File: config.mk
export PLATFORM = sky130hd
export DESIGN_NAME = cpwm3_top
export DESIGN_NICKNAME = d
export VERILOG_FILES = /design/src/rtl/cpwm_pkg.sv /design/src/rtl/cpwm_regs.sv /design/src/rtl/cpwm_counter.sv /design/src/rtl/cpwm_phase.sv /design/src/rtl/cpwm3_top.sv
export SDC_FILE = /design/constraint.sdc
export NUM_CORES = 1
export LEC_CHECK = 0
export BUFFER_PORTS_ARGS = -buffer_cell sky130_fd_sc_hd__buf_4
export CELL_PAD_IN_SITES_DETAIL_PLACEMENT = 1
export CELL_PAD_IN_SITES_GLOBAL_PLACEMENT = 2
export CORE_ASPECT_RATIO = 1.25
export CORE_MARGIN = 8
export CORE_UTILIZATION = 45
export DETAILED_ROUTE_END_ITERATION = 7
export GPL_TIMING_DRIVEN = 0
export PLACE_DENSITY_LB_ADDON = 0.1
export SLEW_MARGIN = 25
export SYNTH_ARGS = -nofsm -noshare
export SYNTH_HDL_FRONTEND = slang
export SYNTH_HIERARCHICAL = 1
export SYNTH_SLANG_ARGS = --single-unit
export TNS_END_PERCENT = 100
File: constraint.sdc
create_clock -name clk -period 10.7 [get_ports clk]
set_clock_uncertainty 0.05 [all_clocks]
set_input_delay 1.07 -clock clk [delete_from_list [all_inputs] [get_ports clk]]
set_output_delay 1.07 -clock clk [all_outputs]
set_load 0.01 [all_outputs]
File: src/rtl/cpwm_pkg.sv
package cpwm_pkg;
  localparam int unsigned AW = 4;

  typedef enum logic [AW-1:0] {
    A_RUN   = 4'd0,
    A_MODE  = 4'd1,
    A_DEAD  = 4'd2,
    A_HALF  = 4'd3,
    A_OUTEN = 4'd4,
    A_DUTY0 = 4'd5
  } reg_addr_e;

  typedef struct packed {
    logic pol_n;
    logic pol_p;
    logic tog_en;
  } mode_t;
endpackage

File: src/rtl/cpwm_regs.sv
module cpwm_regs
  import cpwm_pkg::*;
#(
  parameter int unsigned CW = 16,
  parameter int unsigned PH = 3
) (
  input  logic                   clk,
  input  logic                   rst_n,
  input  logic                   wr_en,
  input  logic [AW-1:0]          wr_addr,
  input  logic [CW-1:0]          wr_data,
  input  logic                   xfer,
  output logic                   run,
  output logic                   start,
  output mode_t                  mode,
  output logic                   out_en,
  output logic                   irq_en,
  output logic [CW-1:0]          dead,
  output logic [CW-1:0]          half_act,
  output logic [PH-1:0][CW-1:0]  duty_act
);
  logic [CW-1:0] half_buf;
  logic [PH-1:0][CW-1:0] duty_buf;

  assign start = wr_en && (wr_addr == A_RUN) && wr_data[0] && !run;

  always_ff @(posedge clk or negedge rst_n) begin
    if (!rst_n) begin
      run      <= 1'b0;
      mode     <= '0;
      out_en   <= 1'b0;
      irq_en   <= 1'b0;
      dead     <= CW'(1);
      half_buf <= '0;
      half_act <= '0;
    end else begin
      if (xfer) half_act <= half_buf;
      if (wr_en) begin
        case (wr_addr)
          A_RUN:   run <= wr_data[0];
          A_MODE:  if (!run) mode <= mode_t'(wr_data[2:0]);
          A_DEAD:  if (!run) dead <= wr_data;
          A_HALF: begin
            half_buf <= wr_data;
            if (!run) half_act <= wr_data;
          end
          A_OUTEN: begin
            out_en <= wr_data[0];
            irq_en <= wr_data[1];
          end
          default: ;
        endcase
      end
    end
  end

  for (genvar i = 0; i < PH; i++) begin : g_duty
    logic hit;
    assign hit = wr_en && (wr_addr == AW'(int'(A_DUTY0) + i));
    always_ff @(posedge clk or negedge rst_n) begin
      if (!rst_n) begin
        duty_buf[i] <= '0;
        duty_act[i] <= '0;
      end else begin
        if (hit) duty_buf[i] <= wr_data;
        if (hit && !run) duty_act[i] <= wr_data;
        else if (xfer && run) duty_act[i] <= duty_buf[i];
      end
    end
  end
endmodule

File: src/rtl/cpwm_counter.sv
module cpwm_counter #(
  parameter int unsigned CW  = 16,
  parameter int unsigned DIV = 4
) (
  input  logic          clk,
  input  logic          rst_n,
  input  logic          run,
  input  logic          start,
  input  logic [CW-1:0] dead,
  input  logic [CW-1:0] half,
  output logic [CW-1:0] c_lead,
  output logic [CW-1:0] c_trail,
  output logic          tick,
  output logic          crest_hit,
  output logic          trough_turn,
  output logic          xfer
);
  localparam int unsigned PW = (DIV > 1) ? $clog2(DIV) : 1;

  logic [PW-1:0] pre;
  logic          up;
  logic [CW-1:0] upper;
  logic          at_crest, at_trough;

  assign upper     = half + dead;
  assign tick      = run && (pre == PW'(DIV - 1));
  assign at_crest  = up && (c_lead == upper);
  assign at_trough = !up && (c_trail == '0);
  assign xfer        = tick && (at_crest || at_trough);
  assign trough_turn = tick && at_trough;
  assign crest_hit   = tick && up && !at_crest && ((c_lead + CW'(1)) == upper);

  always_ff @(posedge clk or negedge rst_n) begin
    if (!rst_n) begin
      pre     <= '0;
      up      <= 1'b1;
      c_lead  <= '0;
      c_trail <= '0;
    end else if (start) begin
      pre     <= '0;
      up      <= 1'b1;
      c_lead  <= dead;
      c_trail <= '0;
    end else if (tick) begin
      pre <= '0;
      if (at_crest) begin
        up      <= 1'b0;
        c_lead  <= c_lead - CW'(1);
        c_trail <= c_trail - CW'(1);
      end else if (at_trough || up) begin
        up      <= 1'b1;
        c_lead  <= c_lead + CW'(1);
        c_trail <= c_trail + CW'(1);
      end else begin
        c_lead  <= c_lead - CW'(1);
        c_trail <= c_trail - CW'(1);
      end
    end else if (run) begin
      pre <= pre + PW'(1);
    end
  end
endmodule

File: src/rtl/cpwm_phase.sv
module cpwm_phase #(
  parameter int unsigned CW = 16
) (
  input  logic          live,
  input  logic          pol_p,
  input  logic          pol_n,
  input  logic [CW-1:0] c_lead,
  input  logic [CW-1:0] c_trail,
  input  logic [CW-1:0] duty,
  output logic          pin_p,
  output logic          pin_n
);
  logic act_p, act_n;

  assign act_p = live && (c_trail >= duty);
  assign act_n = live && (c_lead < duty);
  assign pin_p = act_p ? pol_p : ~pol_p;
  assign pin_n = act_n ? pol_n : ~pol_n;
endmodule

File: src/rtl/cpwm3_top.sv
module cpwm3_top
  import cpwm_pkg::*;
#(
  parameter int unsigned CW  = 16,
  parameter int unsigned PH  = 3,
  parameter int unsigned DIV = 4
) (
  input  logic          clk,
  input  logic          rst_n,
  input  logic          wr_en,
  input  logic [3:0]    wr_addr,
  input  logic [CW-1:0] wr_data,
  output logic [PH-1:0] pwm_p,
  output logic [PH-1:0] pwm_n,
  output logic          irq,
  output logic          cyc_tog
);
  logic                  run, start, out_en, irq_en, xfer, tick;
  logic                  crest_hit, trough_turn;
  mode_t                 mode;
  logic [CW-1:0]         dead, half_act, c_lead, c_trail;
  logic [PH-1:0][CW-1:0] duty_act;

  cpwm_regs #(.CW(CW), .PH(PH)) u_regs (
    .clk(clk), .rst_n(rst_n), .wr_en(wr_en), .wr_addr(wr_addr),
    .wr_data(wr_data), .xfer(xfer), .run(run), .start(start),
    .mode(mode), .out_en(out_en), .irq_en(irq_en), .dead(dead),
    .half_act(half_act), .duty_act(duty_act)
  );

  cpwm_counter #(.CW(CW), .DIV(DIV)) u_cnt (
    .clk(clk), .rst_n(rst_n), .run(run), .start(start), .dead(dead),
    .half(half_act), .c_lead(c_lead), .c_trail(c_trail), .tick(tick),
    .crest_hit(crest_hit), .trough_turn(trough_turn), .xfer(xfer)
  );

  for (genvar i = 0; i < PH; i++) begin : g_ph
    cpwm_phase #(.CW(CW)) u_ph (
      .live(run && out_en), .pol_p(mode.pol_p), .pol_n(mode.pol_n),
      .c_lead(c_lead), .c_trail(c_trail), .duty(duty_act[i]),
      .pin_p(pwm_p[i]), .pin_n(pwm_n[i])
    );
  end

  always_ff @(posedge clk or negedge rst_n) begin
    if (!rst_n) begin
      irq     <= 1'b0;
      cyc_tog <= 1'b0;
    end else begin
      irq <= irq_en && crest_hit;
      if (start) cyc_tog <= 1'b0;
      else if (trough_turn && mode.tog_en) cyc_tog <= ~cyc_tog;
    end
  end
endmodule

=== After elaboration in Yosys (flattened, before gate mapping) ===
Cells that the tools add are included.

* Bits in latches: 0
* Word-level logic and storage cells: 127
* Input bits: 23
* Memory bits (read-only): 0
* Bits in writable memories: 0
* Flip-flop bits (word level): 187
* Memories: 0
* Output and inout port bits: 8

* Eq/ne operators: 10
* Multiplexer cells: 33
* Div/mod/pow operators: 0
* $mul: 0
* Add/sub/neg operators: 6
* Bitwise logic cells: 4
* Order comparisons: 6
* Shifts and indexed selects: 0
* Reductions and logical operators: 47

{| class="wikitable"
|+ Operator list
! operator !! count
|-
| two-way mux 16 bit || 18
|-
| >= comparator 16 bit || 3
|-
| less-than comparator 16 bit || 3
|-
| adder 16 x 1 -> 16 bit, second input constant || 2
|-
| equality test 16 bit || 2
|-
| subtractor 16 x 1 -> 16 bit, second input constant || 2
|-
| logical AND 1 bit || 27
|-
| adder 16 bit || 1
|-
| equality test 4 x 3 -> 1 bit, second input constant || 4
|-
| logical NOT 16 bit || 1
|-
| two-way mux 1 bit || 12
|-
| nonzero test 2 bit || 5
|-
| equality test 4 x 2 -> 1 bit, second input constant || 2
|-
| AND reduction 2 bit || 4
|-
| two-way mux 2 bit || 3
|-
| AND reduction 3 bit || 2
|-
| nonzero test 3 bit || 2
|-
| equality test 4 x 1 -> 1 bit, second input constant || 1
|-
| logical NOT 4 bit || 1
|-
| NOT 1 bit || 4
|-
| logical NOT 1 bit || 3
|-
| adder 2 x 1 -> 2 bit, second input constant || 1
|-
| equality test 2 bit, second input constant || 1
|-
| logical OR 1 bit || 2
|}

=== Logic depth before layout (Yosys ltp) ===
* Depth after elaboration: 9
* Depth in mapped cells: 16
* Mapped depth without buffers: 14

=== Modules after synthesis ===
Netlist, hierarchy kept.

{| class="wikitable"
|+ Modules (own cells, without submodules)
! module !! seq. area each (um^2) !! area each (um^2) !! cells an instance !! instances
|-
| cpwm_regs || 3,754.9 || 6,274.8 || 463 || 1
|-
| cpwm_counter || 877.1 || 4,021.4 || 507 || 1
|-
| cpwm_phase at g_ph[0].u_ph ... || 0.0 || 737.0 || 92 || 2
|-
| cpwm_phase at g_ph[2].u_ph || 0.0 || 770.7 || 100 || 1
|-
| cpwm3_top || 50.0 || 88.8 || 7 || 1
|}

=== Worst setup path before layout ===
OpenSTA, ideal clock, no wires.

* Path type: register -> register
* Start: register u_regs.dead[0]
* End: register u_regs.half_act[10]
* Clock period less this slack: 3,960 ps
* Path slack: 6,740 ps
* Stages on the path, launching flop included: 16
* Data arrival time: 3,783 ps
* Data required time: 10,523 ps
* Library setup time: 127 ps
* Path through: dfstp_2 -> ha_1 -> inv_1 -> fa_1 -> and2b_1 -> o2111ai_2 -> a21oi_1 -> o221ai_1 -> a21o_1 -> nor4_4 -> nand2_1 -> a211oi_1 -> buf_2 -> buf_1 -> mux2i_1 -> o21ai_0

* Cells in the longest elaborated chain, start to end: 9

{| class="wikitable"
|+ RTL lines
! item !! line !! source
|-
| start, declared || cpwm_regs.sv:18 || <nowiki>output logic [CW-1:0] dead,</nowiki>
|-
| start signal, assigned || cpwm_regs.sv:42 || <nowiki>A_DEAD: if (!run) dead <= wr_data;</nowiki>
|-
| adder 16 bit (*) || cpwm_counter.sv:25 || <nowiki>assign upper = half + dead;</nowiki>
|-
| equality test 16 bit (*) || cpwm_counter.sv:27 || <nowiki>assign at_crest = up && (c_lead == upper);</nowiki>
|-
| logical AND 1 bit (*) || cpwm_counter.sv:27 ||
|-
| logical OR 1 bit (*) || cpwm_counter.sv:29 || <nowiki>assign xfer = tick && (at_crest || at_trough);</nowiki>
|-
| logical AND 1 bit (*) || cpwm_counter.sv:29 ||
|-
| net xfer || cpwm3_top.sv:18 || <nowiki>logic run, start, out_en, irq_en, xfer, tick;</nowiki>
|-
| two-way mux 16 bit (*) || cpwm_regs.sv:37 || <nowiki>if (xfer) half_act <= half_buf;</nowiki>
|-
| two-way mux 16 bit || cpwm_regs.sv:45 || <nowiki>if (!run) half_act <= wr_data;</nowiki>
|-
| two-way mux 16 bit || cpwm_regs.sv:39 || <nowiki>case (wr_addr)</nowiki>
|-
| two-way mux 16 bit (*) || cpwm_regs.sv:38 || <nowiki>if (wr_en) begin</nowiki>
|-
| end signal, assigned || cpwm_regs.sv:37 ||
|-
| end signal, assigned || cpwm_regs.sv:45 ||
|-
| end, declared || cpwm_regs.sv:19 || <nowiki>output logic [CW-1:0] half_act,</nowiki>
|}

The timed path passes the listed nets; every way through them passes the cells marked *.
A chain may end at the register's enable or synchronous reset.

=== Worst setup path after layout ===
* Start: register u_regs.dead[0]
* End: register u_regs/duty_act[26] (netlist name)

* Cells in the longest elaborated chain, start to end: 7

{| class="wikitable"
|+ RTL lines
! item !! line !! source
|-
| adder 16 bit || cpwm_counter.sv:25 ||
|-
| equality test 16 bit || cpwm_counter.sv:27 ||
|-
| logical AND 1 bit || cpwm_counter.sv:27 ||
|-
| logical OR 1 bit || cpwm_counter.sv:29 ||
|-
| logical AND 1 bit || cpwm_counter.sv:29 ||
|-
| net xfer || cpwm3_top.sv:18 ||
|-
| logical AND 1 bit || cpwm_regs.sv:67 || <nowiki>else if (xfer && run) duty_act[i] <= duty_buf[i];</nowiki>
|-
| nonzero test 2 bit (no source line) || -- ||
|-
| end signal, assigned by index || cpwm_regs.sv:66 || <nowiki>if (hit && !run) duty_act[i] <= wr_data;</nowiki>
|-
| end signal, assigned by index || cpwm_regs.sv:67 ||
|-
| end, declared || cpwm_regs.sv:20 || <nowiki>output logic [PH-1:0][CW-1:0] duty_act</nowiki>
|}

The timed path passes the listed nets, and every way through them passes these cells.

==> key figures <==
Clock tree
  • Clock buffer depth: 2
  • Clock transition at the registers of the reported paths: 80 ps
  • Post CTS Setup Buffer Count: 0
  • Post-cts sizing count: 0
  • Root buffer cell: clkbuf_16
  • Hold_buf cts: 0
  • H-tree Lvls: 4
  • Skew-Pair Late Insertion Delay: ~440 ps
  • Number of CTS-inserted buffers: 17
  • Sink Count: 187
  • TritonCTS clock tree: done

Synthesis
  • Post-synthesis sequential area ratio: 37.1%
  • Yosys reg bits: about 190
  • Syn nets: 1398
  • Syn Area/Cell: 10.0 µm²
  • Top_reg_cell synth: dfrtp_1
  • Largest area contributor in the netlist: dfrtp_1
  • Ys Warns: 6
  • Area contributors post-synth: dfrtp_1, ha_1, mux2_2
  • Synth cell count leaders: dfrtp_1, ha_1, mux2_2
  • Synthesized area: roughly 13000 µm²
  • Most frequent cell after synthesis: dfrtp_1
  • Synth cell types: 95
  • Synth top area share: about 37%
  • FFs w/ async S/R, synth: 100%
  • Post-synth EDFFs: 0
  • Syn Inst Count: 1261

GRT
  • Vias in the first global route: about 11000
  • Grt total ovfl: 0
  • Gr usage total: 24.3%
  • Antenna violations before repair: 0
  • Largest net degree at the start of global routing: ~90
  • First-pass GRT wire length: 63800 µm

Layout
  • Area growth syn-to-layout: 9.54%
  • Share of layout cells above drive strength 1: between 10% and 20%
  • FF/Latch Area: about 4700 µm²
  • Final nets: 1436
  • FILL cells: roughly 3000
  • Post-layout util: 50.0%
  • Area of the multi-input gates: 7310 µm²

Floorplan
  • Initial core utilization: 45.7%
  • Die Ht: 203 µm
  • Die X: 166 µm
  • DIE AREA: 33700 µm²
  • Core area: 27700 µm²
  • Top Ports: 31
  • Row count: 68

Place
  • Port buffer count: 17
  • HPWL Detailed: 31100 µm
  • Final RePlAce weighted congestion: 0.859

Timing
  • Final min period: 5500 ps
  • Max Slew Vio Count: 0
  • Max Freq: 0.182 GHz
  • Final period utilization: ~51%
  • RSZ-0062 raised after global routing: false
  • Setup Total Neg Slack: 0 ps
  • Final hold vios: 0
  • Slew @ Worst Pin: 927 ps
  • Relative slew slack: 37.8%
  • Final number of setup-violating endpoints: 0

Power and ir drop
  • Seq pwr share: 33.8%
  • Clock power frac: 16.4%
  • Power Dens Cells: 276 nW/µm²
  • Worst VDD drop: 0.114 mV
  • Switch Pwr: about 1.7 mW
  • Int Power: 2.10 mW
  • P_leak: 6.11 nW
  • Sw frac: 45.1%
  • Combinational power share: 49.9%

Detailed routing
  • DR WL met2: 19400 µm
  • Final ANT Viol Nets: 0
  • DR vias/cell: 6.15
  • Remaining DRCs: 0
  • Top sig layer: met4
  • DRT Pass-1 Iters: 4
  • Via Count: 10200
  • Met3 Routed Length: 1190 µm
  • Routed len/inst: ~24 µm
  • Drt total wl: 40600 µm
  • DRT met1 WL: 19300 µm
  • Starting DRC count in detailed routing: 567

Worst setup path
  • Crit Path Max Fanout: 10
  • Worst Setup Path Type: flop to flop
  • Critical path launch point: u_regs/dead[0]$_DFFE_PN1P_
  • RR Startpoint: u_regs/dead[0]$_DFFE_PN1P_
  • Reg-to-Reg End: u_regs/duty_act[26]$_DFFE_PN0P_
  • Worst reg2reg setup slack: 5200 ps
  • Crit path DAT: around 5800 ps
  • Critical Path, Cell by Cell: ha_1 -> inv_1 -> fa_1 -> and2b_1 -> o2111ai_2 -> a21oi_1 -> o221ai_1 -> a21o_1 -> nor4_4 -> nand2_1 -> a211oi_1 -> buf_2 -> buf_1 -> nand2_1 -> o32ai_1 -> a21oi_1
  • Crit path largest cell delay: about 810 ps
  • Crit start category: flop
  • Reg2Reg Depth: 16
  • Required @ worst endpoint: 10960 ps
  • Crit end category: flop
  • Critical-path top delay cell: a211oi_1

Run status
  • Outcome: completed

Worst hold path
  • Hold Crit Class: input port to asynchronous set/reset pin

Run
  • Max Cap Viol: 0
==> final cells by class <==
type                       instances  area share, %
sequential                       187           33.8
inverter                          75           2.03
multi-input combinational        923           52.8
buffer                            76           2.57
antenna                            1         0.0181
tap                              350           3.17
clock inverter                    14           1.08
timing repair buffer              19           1.37
clock buffer                      17           3.07
==> worst max-delay path: cells and delay by family (launching register included) <==
family,cells,cell delay (ps)
AO/OA/AOI/OAI,7,1980
adder cells (fa/ha/maj),2,590
buffers and inverters,3,970
AND/OR/NAND/NOR,4,1190
flip-flops,1,580
==> logic make-up (layout without fill, tap and decap cells) <==
| group | after synthesis | count (layout) | synth area share [%] |
|---|---|---|---|
| compound gates | 254 | 254 | 14.9 |
| xor+xnor | 56 | 56 | 3.94 |
| fa+ha+maj | 114 | 114 | 11.4 |
| buf+inv | 151 | 201 | 5.04 |
| flops | 187 | 187 | 37.1 |
| mux | 128 | 128 | 11.0 |
| other cells | 0 | 1 | 0 |
| simple gates | 371 | 371 | 16.7 |
==> metal layers <==
layer,up-vias,GRT usage (%)
li1,4747,-
met1,5243,33.1
met2,192,40.4
met3,45,2.92
met4,0,6.76
met5,-,0
==> registers in the layout, indices dropped and copies added (netlist names) <==
signal and cells:
u_regs/duty_act 48, u_regs/duty_buf 48, u_cnt/c_lead 16, u_cnt/c_trail 16, u_regs/dead 16, u_regs/half_act 16, u_regs/half_buf 16, u_regs/mode 3
u_cnt/pre 2, cyc_tog 1, irq 1, u_cnt/up 1, u_regs/irq_en 1, u_regs/out_en 1, u_regs/run 1
==> power groups by stage <==
stage	Sequential (mW)	Clock, mW	Combinational (mW)
2_1_floorplan	1.11	0	1.46
3_3_place_gp	1.29	0	1.81
3_5_place_dp	1.30	0	1.88
4_1_cts	1.29	0.641	1.90
5_1_grt	1.32	0.667	2.14
6_report	1.29	0.626	1.91
==> metrics by stage <==
stage          setup WS, ps  cells  hold WS, ps  total power, mW  instance area (µm²)
2_1_floorplan          6740   1261          403             2.57                12600
3_3_place_gp           5360   1628          424             3.10                13200
3_5_place_dp           5340   1630          427             3.18                13300
4_1_cts                5320   1661          402             3.83                13800
5_1_grt                5030   1661          401             4.13                13800
6_report               5200   1662          407             3.82                13800
==> placed cells by master, fill, tap and decap left out, types with 5 or more instances in the layout <==
master	instances
dfrtp_1	185
ha_1	113
mux2_2	87
inv_1	74
and3_1	61
nand2_1	58
nor2_1	54
o21ai_0	52
a21oi_1	47
nand3_1	47
a221o_1	45
mux2i_1	40
xnor2_1	35
clkbuf_1	34
nor3_1	32
nand4_1	21
xor2_1	20
buf_4	20
buf_2	19
or3_1	19
a31oi_1	18
clkbuf_16	17
a21o_1	15
nand2b_1	14
buf_1	14
and2_1	10
and4_1	9
a221oi_1	7
o211ai_1	7
a21oi_2	6
o21a_1	6
nor4_1	5
a211oi_1	5
==> worst max path at each step <==
stage                                            endpoint  slack [ps]
after global placement    u_regs/duty_act[26]$_DFFE_PN0P_        5360
after floorplan             u_regs/half_act[10]$_DFF_PN0_        6740
final                     u_regs/duty_act[26]$_DFFE_PN0P_        5200
after detailed placement  u_regs/duty_act[26]$_DFFE_PN0P_        5340
after global routing      u_regs/duty_act[25]$_DFFE_PN0P_        5030
after CTS                 u_regs/duty_act[26]$_DFFE_PN0P_        5320
(Power assumes the default switching activity.)
